**config.mk**
```make
export PLATFORM = sky130hd
export DESIGN_NAME = i2c_sub_master
export DESIGN_NICKNAME = d
export VERILOG_FILES = /design/src/rtl/i2c_sub_master.sv
export SDC_FILE = /design/constraint.sdc
export NUM_CORES = 1
export LEC_CHECK = 0
export ABC_AREA = 0
export BUFFER_PORTS_ARGS = -buffer_cell sky130_fd_sc_hd__buf_2
export CAP_MARGIN = 20
export CELL_PAD_IN_SITES_DETAIL_PLACEMENT = 0
export CELL_PAD_IN_SITES_GLOBAL_PLACEMENT = 2
export CORE_MARGIN = 3
export CORE_UTILIZATION = 35
export DETAILED_ROUTE_END_ITERATION = 12
export GPL_TIMING_DRIVEN = 0
export PLACE_DENSITY = 0.77
export RECOVER_POWER = 25
export SLEW_MARGIN = 20
export SYNTH_ARGS = -nofsm -noshare
export SYNTH_HDL_FRONTEND = slang
export SYNTH_SLANG_ARGS = --single-unit
```
**constraint.sdc**
```tcl
create_clock -name clk -period 2 [get_ports clk]
set_input_delay 0.4 -clock clk [delete_from_list [all_inputs] [get_ports clk]]
set_output_delay 0.4 -clock clk [all_outputs]
set_load 0.03 [all_outputs]
```
**src/rtl/i2c_sub_master.sv**
```systemverilog
module i2c_sub_master #(
  parameter int QDIV  = 4,
  parameter int NPORT = 2
) (
  input  logic             clk,
  input  logic             rst_n,
  input  logic             reg_we,
  input  logic [2:0]       reg_addr,
  input  logic [7:0]       reg_wdata,
  output logic [7:0]       reg_rdata,
  output logic             irq,
  output logic [NPORT-1:0] scl_pull,
  output logic [NPORT-1:0] sda_pull,
  input  logic [NPORT-1:0] sda_in
);
  localparam int PW = $clog2(QDIV * 4) + 1;
  localparam int CW = (NPORT > 1) ? $clog2(NPORT) : 1;

  typedef enum logic [3:0] {
    S_IDLE, S_START, S_ADDR, S_SUB, S_RSTART, S_ADDR2, S_HOLD, S_WR, S_RD, S_STOP
  } st_t;

  st_t          st;
  logic [7:0]   mode_r, taddr, sub_r, data_r;
  logic [3:0]   isr, ier, bitn;
  logic         ack_en, busy, last_ack, sbit, sda_last, nak_rd;
  logic [1:0]   q;
  logic [8:0]   sh;
  logic [PW-1:0] pcnt;

  logic [1:0]   rate;
  logic [PW-1:0] qlen;
  logic [CW-1:0] ch;
  logic         isstd, iscomb, rd_dir, bitst, tick, endsym, done, acked;
  logic         go, stop_cmd, data_we, isr_we;
  logic         scl_rel, sda_val;
  logic [3:0]   isr_set, isr_clr;

  assign rate    = (mode_r[1:0] == 2'd3) ? 2'd2 : mode_r[1:0];
  assign qlen    = PW'(QDIV) << rate;
  assign ch      = mode_r[4 +: CW];
  assign isstd   = mode_r[3:2] == 2'd0;
  assign iscomb  = mode_r[3:2] == 2'd2;
  assign rd_dir  = iscomb | taddr[0];
  assign bitst   = st inside {S_ADDR, S_SUB, S_ADDR2, S_WR, S_RD};
  assign tick    = !(st inside {S_IDLE, S_HOLD}) && (pcnt == qlen - 1'b1);
  assign endsym  = tick && (q == 2'd3);
  assign done    = endsym && bitst && (bitn == 4'd8);
  assign acked   = ~sbit;

  assign go       = reg_we && reg_addr == 3'd1 && reg_wdata[0];
  assign stop_cmd = reg_we && reg_addr == 3'd1 && reg_wdata[1];
  assign data_we  = reg_we && reg_addr == 3'd7;
  assign isr_we   = reg_we && reg_addr == 3'd3;
  assign isr_clr  = isr_we ? reg_wdata[3:0] : 4'd0;

  always_comb begin
    isr_set    = 4'd0;
    isr_set[3] = endsym && (st == S_START || st == S_RSTART);
    isr_set[0] = done && ((st == S_ADDR2) ||
                          (st == S_ADDR && (!acked || isstd)) ||
                          (st == S_SUB  && (!acked || !iscomb)));
    isr_set[1] = done && (st == S_WR || st == S_RD);
    isr_set[2] = endsym && st == S_STOP;
  end

  always_comb begin
    scl_rel = 1'b1;
    sda_val = 1'b1;
    case (st)
      S_IDLE: ;
      S_HOLD: begin scl_rel = 1'b0; sda_val = sda_last; end
      default: begin
        scl_rel = q[1];
        if (q == 2'd0)                         sda_val = sda_last;
        else if (st == S_START || st == S_RSTART) sda_val = (q != 2'd3);
        else if (st == S_STOP)                 sda_val = (q == 2'd3);
        else                                   sda_val = sh[8];
      end
    endcase
  end

  for (genvar p = 0; p < NPORT; p++) begin : g_port
    assign scl_pull[p] = (ch == CW'(p)) && !scl_rel;
    assign sda_pull[p] = (ch == CW'(p)) && !sda_val;
  end

  assign irq = |(isr & ier);

  always_comb begin
    case (reg_addr)
      3'd0: reg_rdata = mode_r;
      3'd1: reg_rdata = {5'd0, ack_en, 2'd0};
      3'd2: reg_rdata = {6'd0, last_ack, busy};
      3'd3: reg_rdata = {4'd0, isr};
      3'd4: reg_rdata = {4'd0, ier};
      3'd5: reg_rdata = taddr;
      3'd6: reg_rdata = sub_r;
      default: reg_rdata = data_r;
    endcase
  end

  always_ff @(posedge clk or negedge rst_n) begin
    if (!rst_n) begin
      st <= S_IDLE; mode_r <= '0; taddr <= '0; sub_r <= '0; data_r <= '0;
      isr <= '0; ier <= '0; bitn <= '0; ack_en <= 1'b0; busy <= 1'b0;
      last_ack <= 1'b0; sbit <= 1'b1; sda_last <= 1'b1; nak_rd <= 1'b0;
      q <= '0; sh <= '1; pcnt <= '0;
    end else begin
      isr <= (isr & ~isr_clr) | isr_set;
      if (reg_we) begin
        case (reg_addr)
          3'd0: if (!busy) mode_r <= reg_wdata;
          3'd1: ack_en <= reg_wdata[2];
          3'd4: ier <= reg_wdata[3:0];
          3'd5: taddr <= reg_wdata;
          3'd6: sub_r <= reg_wdata;
          3'd7: data_r <= reg_wdata;
          default: ;
        endcase
      end
      pcnt <= (tick || st == S_IDLE || st == S_HOLD) ? '0 : pcnt + 1'b1;
      if (tick) q <= q + 2'd1;
      if (tick && q == 2'd2) sbit <= sda_in[ch];
      if (endsym) sda_last <= sda_val;
      if (endsym && bitst) begin
        sh   <= {sh[7:0], sbit};
        bitn <= bitn + 4'd1;
      end
      case (st)
        S_IDLE: if (go) begin st <= S_START; busy <= 1'b1; last_ack <= 1'b0; end
        S_START: if (endsym) begin
          st   <= S_ADDR;
          sh   <= {iscomb ? {taddr[7:1], 1'b0} : taddr, 1'b1};
          bitn <= '0;
        end
        S_RSTART: if (endsym) begin
          st   <= S_ADDR2;
          sh   <= {taddr[7:1], 1'b1, 1'b1};
          bitn <= '0;
        end
        S_ADDR, S_SUB, S_ADDR2: if (done) begin
          last_ack <= acked;
          bitn     <= '0;
          if (!acked)                     st <= S_STOP;
          else if (st == S_ADDR && !isstd) begin st <= S_SUB; sh <= {sub_r, 1'b1}; end
          else if (st == S_SUB && iscomb) st <= S_RSTART;
          else                            st <= S_HOLD;
        end
        S_WR: if (done) begin last_ack <= acked; bitn <= '0; st <= S_HOLD; end
        S_RD: if (done) begin
          data_r <= sh[7:0];
          bitn   <= '0;
          st     <= nak_rd ? S_STOP : S_HOLD;
        end
        S_HOLD: begin
          if (stop_cmd) st <= S_STOP;
          else if (rd_dir && isr_we && |reg_wdata[1:0]) begin
            st <= S_RD; sh <= {8'hFF, ~ack_en}; nak_rd <= ~ack_en;
          end else if (!rd_dir && data_we) begin
            st <= S_WR; sh <= {reg_wdata, 1'b1};
          end
        end
        S_STOP: if (endsym) begin st <= S_IDLE; busy <= 1'b0; end
        default: st <= S_IDLE;
      endcase
    end
  end

  a_r12_mode_frozen: assert property (@(posedge clk) disable iff (!rst_n)
    (busy && reg_we && reg_addr == 3'd0) |=> $stable(mode_r));

  a_r6_nack_autostop: assert property (@(posedge clk) disable iff (!rst_n)
    ($rose(isr[0]) && !last_ack) |-> (st == S_STOP));

  a_r5_nak_read_stops: assert property (@(posedge clk) disable iff (!rst_n)
    ($rose(isr[1]) && $past(st == S_RD) && $past(nak_rd)) |-> (st == S_STOP));

  a_r11_scl_on_quarter: assert property (@(posedge clk) disable iff (!rst_n)
    (!$stable(scl_rel) && $past(st != S_IDLE)) |-> $past(tick));

  a_r7_busy_ends_at_stop: assert property (@(posedge clk) disable iff (!rst_n)
    $fell(busy) |-> $past(st == S_STOP));
endmodule

```
==> results.toml, run 1 <==
[sta]
finalHoldViolCount = 0
timing.final.ws_setup_ns = -0.662
period_minus_slack_ns = 2.66
finalCritPeriodShare = 1.33
rsz0062_at_grt = "yes"
drv_slew = 0
tightestPinTransition_ns = 1.07
setup_viol = 21
finalClockSkew_ns = 0.00870
holdWs_ns = 0.332
max-slew-margin-rel = 0.285
fmax_mhz = 376

[die]
die_area_sq_um = 14100
die_height_um = 119
die_w_um = 119
io_pins = 29
row_count = 40
coreArea_sq_um = 12200
initial_core_util = 0.364

[min_path]
min_path_type = "input pin to register"

[placed_design]
dp_hpwl_um = 10700
postPlaceCellArea_sq_um = 4920
place.gp.congestion = 0.902
port_buffers = 24

[layout]
regArea_sq_um = 1770
syn_to_final_growth_pct = 41.8
antenna_cells = 0
nets = 605
multi_input_area_sq_um = 2980
fillers = 1173
final_area_sq_um = 6310
drive_gt1_frac = 0.405

[status]
status = "complete, but fails checks"
violations = "setup timing"

[synthesis]
async_reset_ff_frac = 1.00
synth_cells = 495
synth_edf_count = 0
syn-num-nets = 517
synth.cell_area_sq_um = 4450
ys_seq_area_frac = 0.397
synth-seq-cells = 70
synth_ff_type = "dfrtp_1"
ys.warnings.count = 0
avgSynthCellArea_sq_um = 8.99
yosysUniqueCellTypes = 69

[critical_path]
crit_arrival_ns = 2.26
rr_worst_depth = 9
r2r_end = "st[0]"
r2r_start = "st[2]"
crit_path_end_kind = "primary output"
critical_path_required_ns = 1.60
startpoint = "st[2]"
worstSetupPathType = "register to primary output"
cp_max_fo = 6
start_kind = "register"
ff2ff_setup_slack_ns = -0.30
cp-endpoint = "sda_pull[1]"

[grt]
overflow = 0
grt_max_degree = 53
grt_pass1_wl_um = 25100
grt_pass1_vias = 4304
grt_util_all_layers = 0.231
grt_antenna_before_repair = 0

[route]
vias = 4296
routedWlPerCell_um = 21.1
vias_per_cell = 5.68
drc = 0
drt_pass1_iterations = 6
drt_iter0_drc = 332
ant_nets = 0
drt-total-wl_um = 16000

[clock_tree]
clk_path_buf_depth = 2
tritoncts = "yes"
h-tree-depth = 3
cts-root-buf = "clkbuf_16"
clk_pin_slew_worst_paths_ns = 0.06
clock_sinks = 70
cts_buffers = 9
clk_latency_ns = 0.35

[pwr]
p_leak_nw = 2.68
ir_drop_mv = 0.538
power_density_nw_per_um2 = 903

[flow_run]
drv_cap = 0
## logic make-up after synthesis
logic type / synth area share
compound gates: 0.219
simple gates: 0.177
flops: 0.397
mux: 0.134
buf+inv: 0.0428
xor+xnor: 0.0138
fa+ha+maj: 0.0169
## metrics by stage
stage	power [mW]	cells	TNS [ns]	utilization	worst slack (ns)
2_1_floorplan	3.09	495	-0.897	-	-0.210
3_3_place_gp	3.47	687	-27.13	0.401	-0.919
3_5_place_dp	3.52	688	-25.92	0.403	-0.820
4_1_cts	5.59	739	-4.76	0.489	-0.736
5_1_grt	6.01	756	-15.03	0.517	-0.731
6_report	5.69	756	-5.24	0.517	-0.662
## flip-flops by register name, indices dropped and copies added (netlist names), 5 cells and up
signal / count
pcnt: 5
data_r: 8
mode_r: 8
sub_r: 8
taddr: 8
sh: 9
## area by class of cell
class	count	share of cell area
timing repair buffer	80	0.108
tap	168	0.0333
buffer	29	0.0450
clock inverter	5	0.0129
sequential	70	0.280
clock buffer	11	0.0401
inverter	14	0.00853
multi-input combinational	379	0.472
## layer usage
metal	up-vias	wire length (um)	track usage
li1	1995	-	-
met1	2146	7430	0.317
met2	122	7390	0.358
met3	33	720	0.0354
met4	0	437	0.103
met5	-	0	0
## synthesized netlist by cell type, drive strengths merged (5+ instances only)
library cell,instances,area [sq um]
o31ai,5,37.5
a31oi,6,37.5
a22oi,6,45.0
mux2i,20,200
buf,10,55.1
clkbuf,22,82.6
dfstp,11,289
nand2,44,165
mux2,33,372
dfrtp,59,1480
nor2b,8,50.1
and3,8,50.1
a21oi,47,235
inv,13,48.8
nand3,5,30.0
nor3,12,60.1
nor2,46,173
ha,6,75.1
o21ai,51,259
and2,5,31.3
## worst max-delay path, stage by stage (launching register included)
cell,delay [ns]
dfrtp_1,0.39
buf_6,0.15
xnor2_4,0.12
or3_4,0.36
a21oi_4,0.16
a21oi_2,0.07
o32a_1,0.38
nor2b_4,0.14
buf_6,0.13
## worst min-delay path by stage
stage          depth (start not counted)         to          from
3_3_place_gp                           1    pcnt[0]       pcnt[0]
3_5_place_dp                           1      st[3]         rst_n
6_report                               2  mode_r[6]  reg_wdata[6]
4_1_cts                                2  mode_r[6]  reg_wdata[6]
5_1_grt                                2  mode_r[6]  reg_wdata[6]
2_1_floorplan                          0     ack_en         rst_n
## placed cells by master (no fill, tap or decap), types with 6 or more instances in the layout
cell,Yosys,layout
dfrtp_1,59,56
nand2_1,44,38
clkbuf_1,22,6
nor3_4,0,7
mux2i_1,20,20
nor2_1,46,33
buf_2,5,15
nor2_4,0,6
buf_4,1,37
and3_1,8,7
dfstp_2,11,11
nor2_2,0,7
buf_6,1,30
mux2_2,33,28
inv_1,13,13
o21ai_1,0,10
a21oi_1,47,40
clkbuf_16,0,11
a31oi_1,6,6
o21ai_0,50,38
## where the power goes
part | internal [mW] | leakage, nW | switching (mW)
Clock | 1.16 | 0.162 | 0.639
Combinational | 0.808 | 1.68 | 0.833
Sequential | 1.84 | 0.833 | 0.418
Total | 3.80 | 2.68 | 1.89
## timing repair
item                                    4_1_cts  5_1_grt
setup buffers                                33       20
hold buffers                                  1        0
endpoints found under the setup margin       55       40
resized for setup                           116       67
cloned                                        1        0
pin swaps                                    20       29
hold endpoints to repair                     16        0
(Power assumes the default switching activity.)
==> inputs of run 2 (changes only) <==
- SKIP_LAST_GASP: default -> 1
==> run 2 against run 1 <==
  * Register-to-register slack got worse by 0.02 ns
  * The run still ends with setup timing left
  * Global-route usage fell by 0.13 points
  * Worst hold slack improved by 0.0044 ns
  * Non-clock buffer count fell by 4
  * Core utilization fell by 0.49 points
==> results.toml, run 2 (same netlist as run 1, synthesis figures left out) <==
[status]
status = "complete, but fails checks"
violations = "setup timing"

[critical_path]
rr_worst_depth = 9
crit_top_cell = "buf_6"
crit_buf_inv = 2
r2r_start = "st[2]"
start_kind = "register"
crit_chain = "buf_6 -> xnor2_4 -> or3_4 -> a21oi_4 -> a21oi_2 -> o32a_1 -> nor2b_4 -> buf_6"
critical_path_required_ns = 1.60
worstSetupPathType = "register to primary output"
r2r_end = "st[0]"
max_stage_delay_ns = 0.39
crit_arrival_ns = 2.26
cp_max_fo = 6
cp_top_family = "compound AO/OA/AOI/OAI gates"
ff2ff_setup_slack_ns = -0.32
crit_path_end_kind = "primary output"
critPathSlowestCell = "dfrtp_1"

[grt]
overflow = 0
grt_pass1_wl_um = 24900
grt_max_degree = 53
grt_util_all_layers = 0.229
grt_antenna_before_repair = 0
grt_pass1_vias = 4269

[placed_design]
place.gp.congestion = 0.902
port_buffers = 24
dp_hpwl_um = 10700
postPlaceCellArea_sq_um = 4920

[layout]
nets = 601
regMostFlops = "sh"
final_cell_mix = "dfrtp_1 (56), a21oi_1 (39), nand2_1 (38)"
drive_gt1_frac = 0.409
layout_commonest_cell = "dfrtp_1"
syn_to_final_growth_pct = 40.5
final_area_sq_um = 6250
largest_reg_flops = 9
antenna_cells = 0

[die]
coreArea_sq_um = 12200
die_area_sq_um = 14100
io_pins = 29
die_height_um = 119
row_count = 40
die_w_um = 119
initial_core_util = 0.364

[clock_tree]
cts_buffers = 9
clock_sinks = 70
clk_pin_slew_worst_paths_ns = 0.06
cts-root-buf = "clkbuf_16"
h-tree-depth = 3
clk_path_buf_depth = 2
tritoncts = "yes"
clk_latency_ns = 0.35

[pwr]
p_leak_nw = 2.65
power_density_nw_per_um2 = 910
p_total_mw = 5.68
ir_drop_mv = 0.537

[min_path]
worstHoldStart = "reg_wdata[6]"
hold_end = "mode_r[6]"
whs_path_depth = 2
min_path_type = "input pin to register"

[route]
drt_iter0_drc = 337
met3WireLength_um = 777
vias_per_cell = 5.69
ant_nets = 0
drt_pass1_iterations = 5
drt-met1-wl_um = 7370
routedWlPerCell_um = 21.1
vias = 4276
top_layer_used = "met4"
drc = 0
drt-total-wl_um = 15900
dr_wl_met2_um = 7280

[sta]
drv_slew = 0
timing.final.ws_setup_ns = -0.661
finalCritPeriodShare = 1.33
fmax_mhz = 376
max-slew-margin-rel = 0.291
finalClockSkew_ns = 0.00848
rsz0062_at_grt = "yes"
setup_viol = 22
tightestPinTransition_ns = 1.06
finalHoldViolCount = 0
final.setup.tns_ns = -5.07
period_minus_slack_ns = 2.66
holdWs_ns = 0.336

[flow_run]
drv_cap = 0
==> run 2: layout make-up <==
type	instances	area, sq um
fill	1156	5960
multi-input combinational	379	2970
sequential	70	1770
timing repair buffer	76	626
buffer	29	285
clock buffer	11	253
tap	168	210
clock inverter	5	81.3
inverter	14	53.8
==> run 2: where the power goes <==
part | internal, mW | switching (mW) | leakage (nW) | total, mW
combinational | 0.805 | 0.825 | 1.65 | 1.63
sequential | 1.84 | 0.417 | 0.833 | 2.25
clock | 1.16 | 0.640 | 0.162 | 1.80
==> run 2: worst register-to-register path, stage by stage (launching register included) <==
cell and delay (ns):
dfrtp_1 0.39, buf_6 0.15, buf_4 0.14, or4_4 0.44
buf_6 0.14, buf_6 0.11, buf_4 0.14, a21oi_2 0.08
nand4b_1 0.27, mux2_4 0.34
==> run 2: routing by layer <==
layer | up-vias | track usage
li1 | 1986 | -
met1 | 2118 | 0.317
met2 | 139 | 0.352
met3 | 33 | 0.0354
met4 | 0 | 0.106
met5 | - | 0
==> run 2: how the worst max path moves through the flow <==
stage,startpoint,to,slack (ns),cells past startpoint
after floorplan,st[2],sda_pull[1],-0.21,7
after global placement,st[3],sda_pull[0],-0.92,8
after detailed placement,st[3],sda_pull[0],-0.82,8
after CTS,st[2],sda_pull[1],-0.74,8
after global routing,st[2],sda_pull[1],-0.73,8
final,st[2],sda_pull[1],-0.66,8
==> run 2: timing repair <==
item | CTS | global route
setup buffers | 33 | 16
endpoints found under the hold margin | 16 | 0
resized for setup | 104 | 82
hold buffers | 1 | 0
pin swaps | 20 | 36
cloned | 1 | 0
endpoints found under the setup margin | 55 | 41
==> run 2: per-stage QoR <==
stage,setup WS (ns),instances,utilization
after detailed placement,-0.820,688,0.403
after floorplan,-0.210,495,-
after global placement,-0.919,687,0.401
after CTS,-0.736,739,0.486
final,-0.661,752,0.512
after global routing,-0.729,752,0.512
==> inputs of run 3 (changes only) <==
- CORE_ASPECT_RATIO: default -> 1.5
==> run 3 against run 2 <==
  * The run still ends with setup timing left
  * First-iteration DRC count is 42% lower
  * Non-clock buffer count is 7 higher
  * Core utilization is 0.94 points higher
  * Critical endpoint unchanged
  * Largest power group unchanged
  * Largest cell class unchanged
  * Final area is 1.7% higher
  * Critical path type unchanged
  * Critical path depth is 1 higher
==> results.toml, run 3 (same netlist as run 1, synthesis figures left out) <==
[critical_path]
crit_arrival_ns = 2.25
ff2ff_setup_slack_ns = -0.36
rr_worst_depth = 8
cp_top_family = "compound AO/OA/AOI/OAI gates"
worst-path-stages = 9
critPathSlowestCell = "dfrtp_1"
crit_buf_inv = 3
crit_top_cell = "buf_6"
r2r_end = "bitn[3]"
critical_path_required_ns = 1.60
r2r_start = "pcnt[1]"
crit_chain = "buf_6 -> xnor2_4 -> buf_4 -> nor3_4 -> a211oi_2 -> a21oi_2 -> o32a_1 -> nor2b_4 -> buf_6"
max_stage_delay_ns = 0.40
start_kind = "register"
cp_max_fo = 7
worstSetupPathType = "register to primary output"
crit_path_end_kind = "primary output"

[pwr]
clockPowerShare = 0.297
power_density_nw_per_um2 = 885
internal_power_mw = 3.66
seqPwrFrac = 0.406
combPwrFrac = 0.296
netSwitchingPower_mw = 1.96
p_leak_nw = 2.69
switching_share = 0.349
ir_drop_mv = 0.460

[clock_tree]
tritoncts = "yes"
cts-root-buf = "clkbuf_16"
clk_pin_slew_worst_paths_ns = 0.06
clk_latency_ns = 0.34
clk_path_buf_depth = 2
h-tree-depth = 3
cts_buffers = 9
clock_sinks = 70

[die]
initial_core_util = 0.365
coreArea_sq_um = 12200
io_pins = 29
row_count = 49
die_height_um = 144
die_w_um = 98.0
die_area_sq_um = 14100

[route]
dr_wl_met2_um = 8780
ant_nets = 0
drt-total-wl_um = 16500
drc = 0
drt_pass1_iterations = 5
routedWlPerCell_um = 22.2
top_layer_used = "met4"
drt-met1-wl_um = 6610
vias_per_cell = 5.89
met3WireLength_um = 423
vias = 4379
drt_iter0_drc = 197

[sta]
final.setup.tns_ns = -5.77
drv_slew = 0
finalHoldViolCount = 0
tightestPinTransition_ns = 0.938
period_minus_slack_ns = 2.65
finalClockSkew_ns = 0.00991
max-slew-margin-rel = 0.375
fmax_mhz = 377
timing.final.ws_setup_ns = -0.650
setup_viol = 30
finalCritPeriodShare = 1.32
rsz0062_at_grt = "yes"
holdWs_ns = 0.203

[flow_run]
drv_cap = 0

[grt]
grt_pass1_wl_um = 25900
grt_util_all_layers = 0.236
grt_antenna_before_repair = 0
grt_pass1_vias = 4603
overflow = 0
grt_max_degree = 38

[placed_design]
port_buffers = 24
dp_hpwl_um = 11300
postPlaceCellArea_sq_um = 4890
place.gp.congestion = 0.892
dp_cells = 673

[layout]
layout_commonest_cell = "dfrtp_1"
finish.utilization = 0.521
nets = 608
final_area_sq_um = 6360
syn_to_final_growth_pct = 42.9
drive_gt1_frac = 0.437
antenna_cells = 0
fillers = 1134
largest_reg_flops = 9
regMostFlops = "sh"
finalNonFillerCells = 744
final_cell_mix = "dfrtp_1 (56), buf_4 (41), o21ai_0 (40)"

[status]
status = "complete, but fails checks"
violations = "setup timing"

[min_path]
min_path_type = "input pin to asynchronous set/reset pin"
==> run 3: cell count changes in the layout (fill, tap and decap cells not counted), sizes merged <==
cell / previous run / this run
clkinvlp: 1 / 3
dlygate4sd3: 1 / 0
clkinv: 3 / 2
buf: 83 / 92
bufinv: 2 / 1
inv: 13 / 14
clkbuf: 32 / 30
==> run 3: worst max path at each step <==
stage / startpoint / endpoint / slack [ns]
3_3_place_gp: st[3] / sda_pull[0] / -0.88
4_1_cts: st[2] / sda_pull[1] / -0.73
6_report: st[2] / sda_pull[1] / -0.65
2_1_floorplan: st[2] / sda_pull[1] / -0.21
3_5_place_dp: pcnt[0] / bitn[0] / -0.88
5_1_grt: st[2] / sda_pull[1] / -0.71
==> run 3: cell type report <==
type / instances / area (sq um) / area share
flip-flops and latches: 70 / 1770 / 0.278
clock inverters: 6 / 70.1 / 0.0110
plain buffers: 29 / 273 / 0.0429
repair buffers: 83 / 729 / 0.115
inverters: 14 / 53.8 / 0.00846
multi-input cells: 379 / 3030 / 0.477
clock buffers: 10 / 239 / 0.0376
well taps: 153 / 191 / 0.0301
==> run 3: routing by layer <==
layer	GRT usage	vias to the layer above
li1	-	2012
met1	0.273	2224
met2	0.429	104
met3	0.0319	39
met4	0.112	0
met5	0	-
==> run 3: stage by stage <==
step / setup slack [ns] / total power, mW
floorplan: -0.210 / 3.09
CTS: -0.725 / 5.51
detailed placement: -0.882 / 3.53
finish: -0.650 / 5.62
global route: -0.707 / 5.92
global placement: -0.878 / 3.47
==> run 3: power groups by stage <==
stage | Combinational (mW) | Sequential [mW] | Clock (mW)
final | 1.67 | 2.29 | 1.67
after global routing | 1.83 | 2.34 | 1.75
after CTS | 1.57 | 2.23 | 1.71
after detailed placement | 1.33 | 2.20 | 0
after global placement | 1.29 | 2.19 | 0
after floorplan | 1.02 | 2.07 | 0
==> run 3: what timing repair did <==
| action | 4_1_cts | 5_1_grt |
|---|---|---|
| gates resized for setup | 127 | 73 |
| endpoints found under the setup margin | 54 | 41 |
| cloned | 0 | 1 |
| setup buffers | 49 | 8 |
| pin swaps | 25 | 32 |
| hold buffers | 0 | 0 |
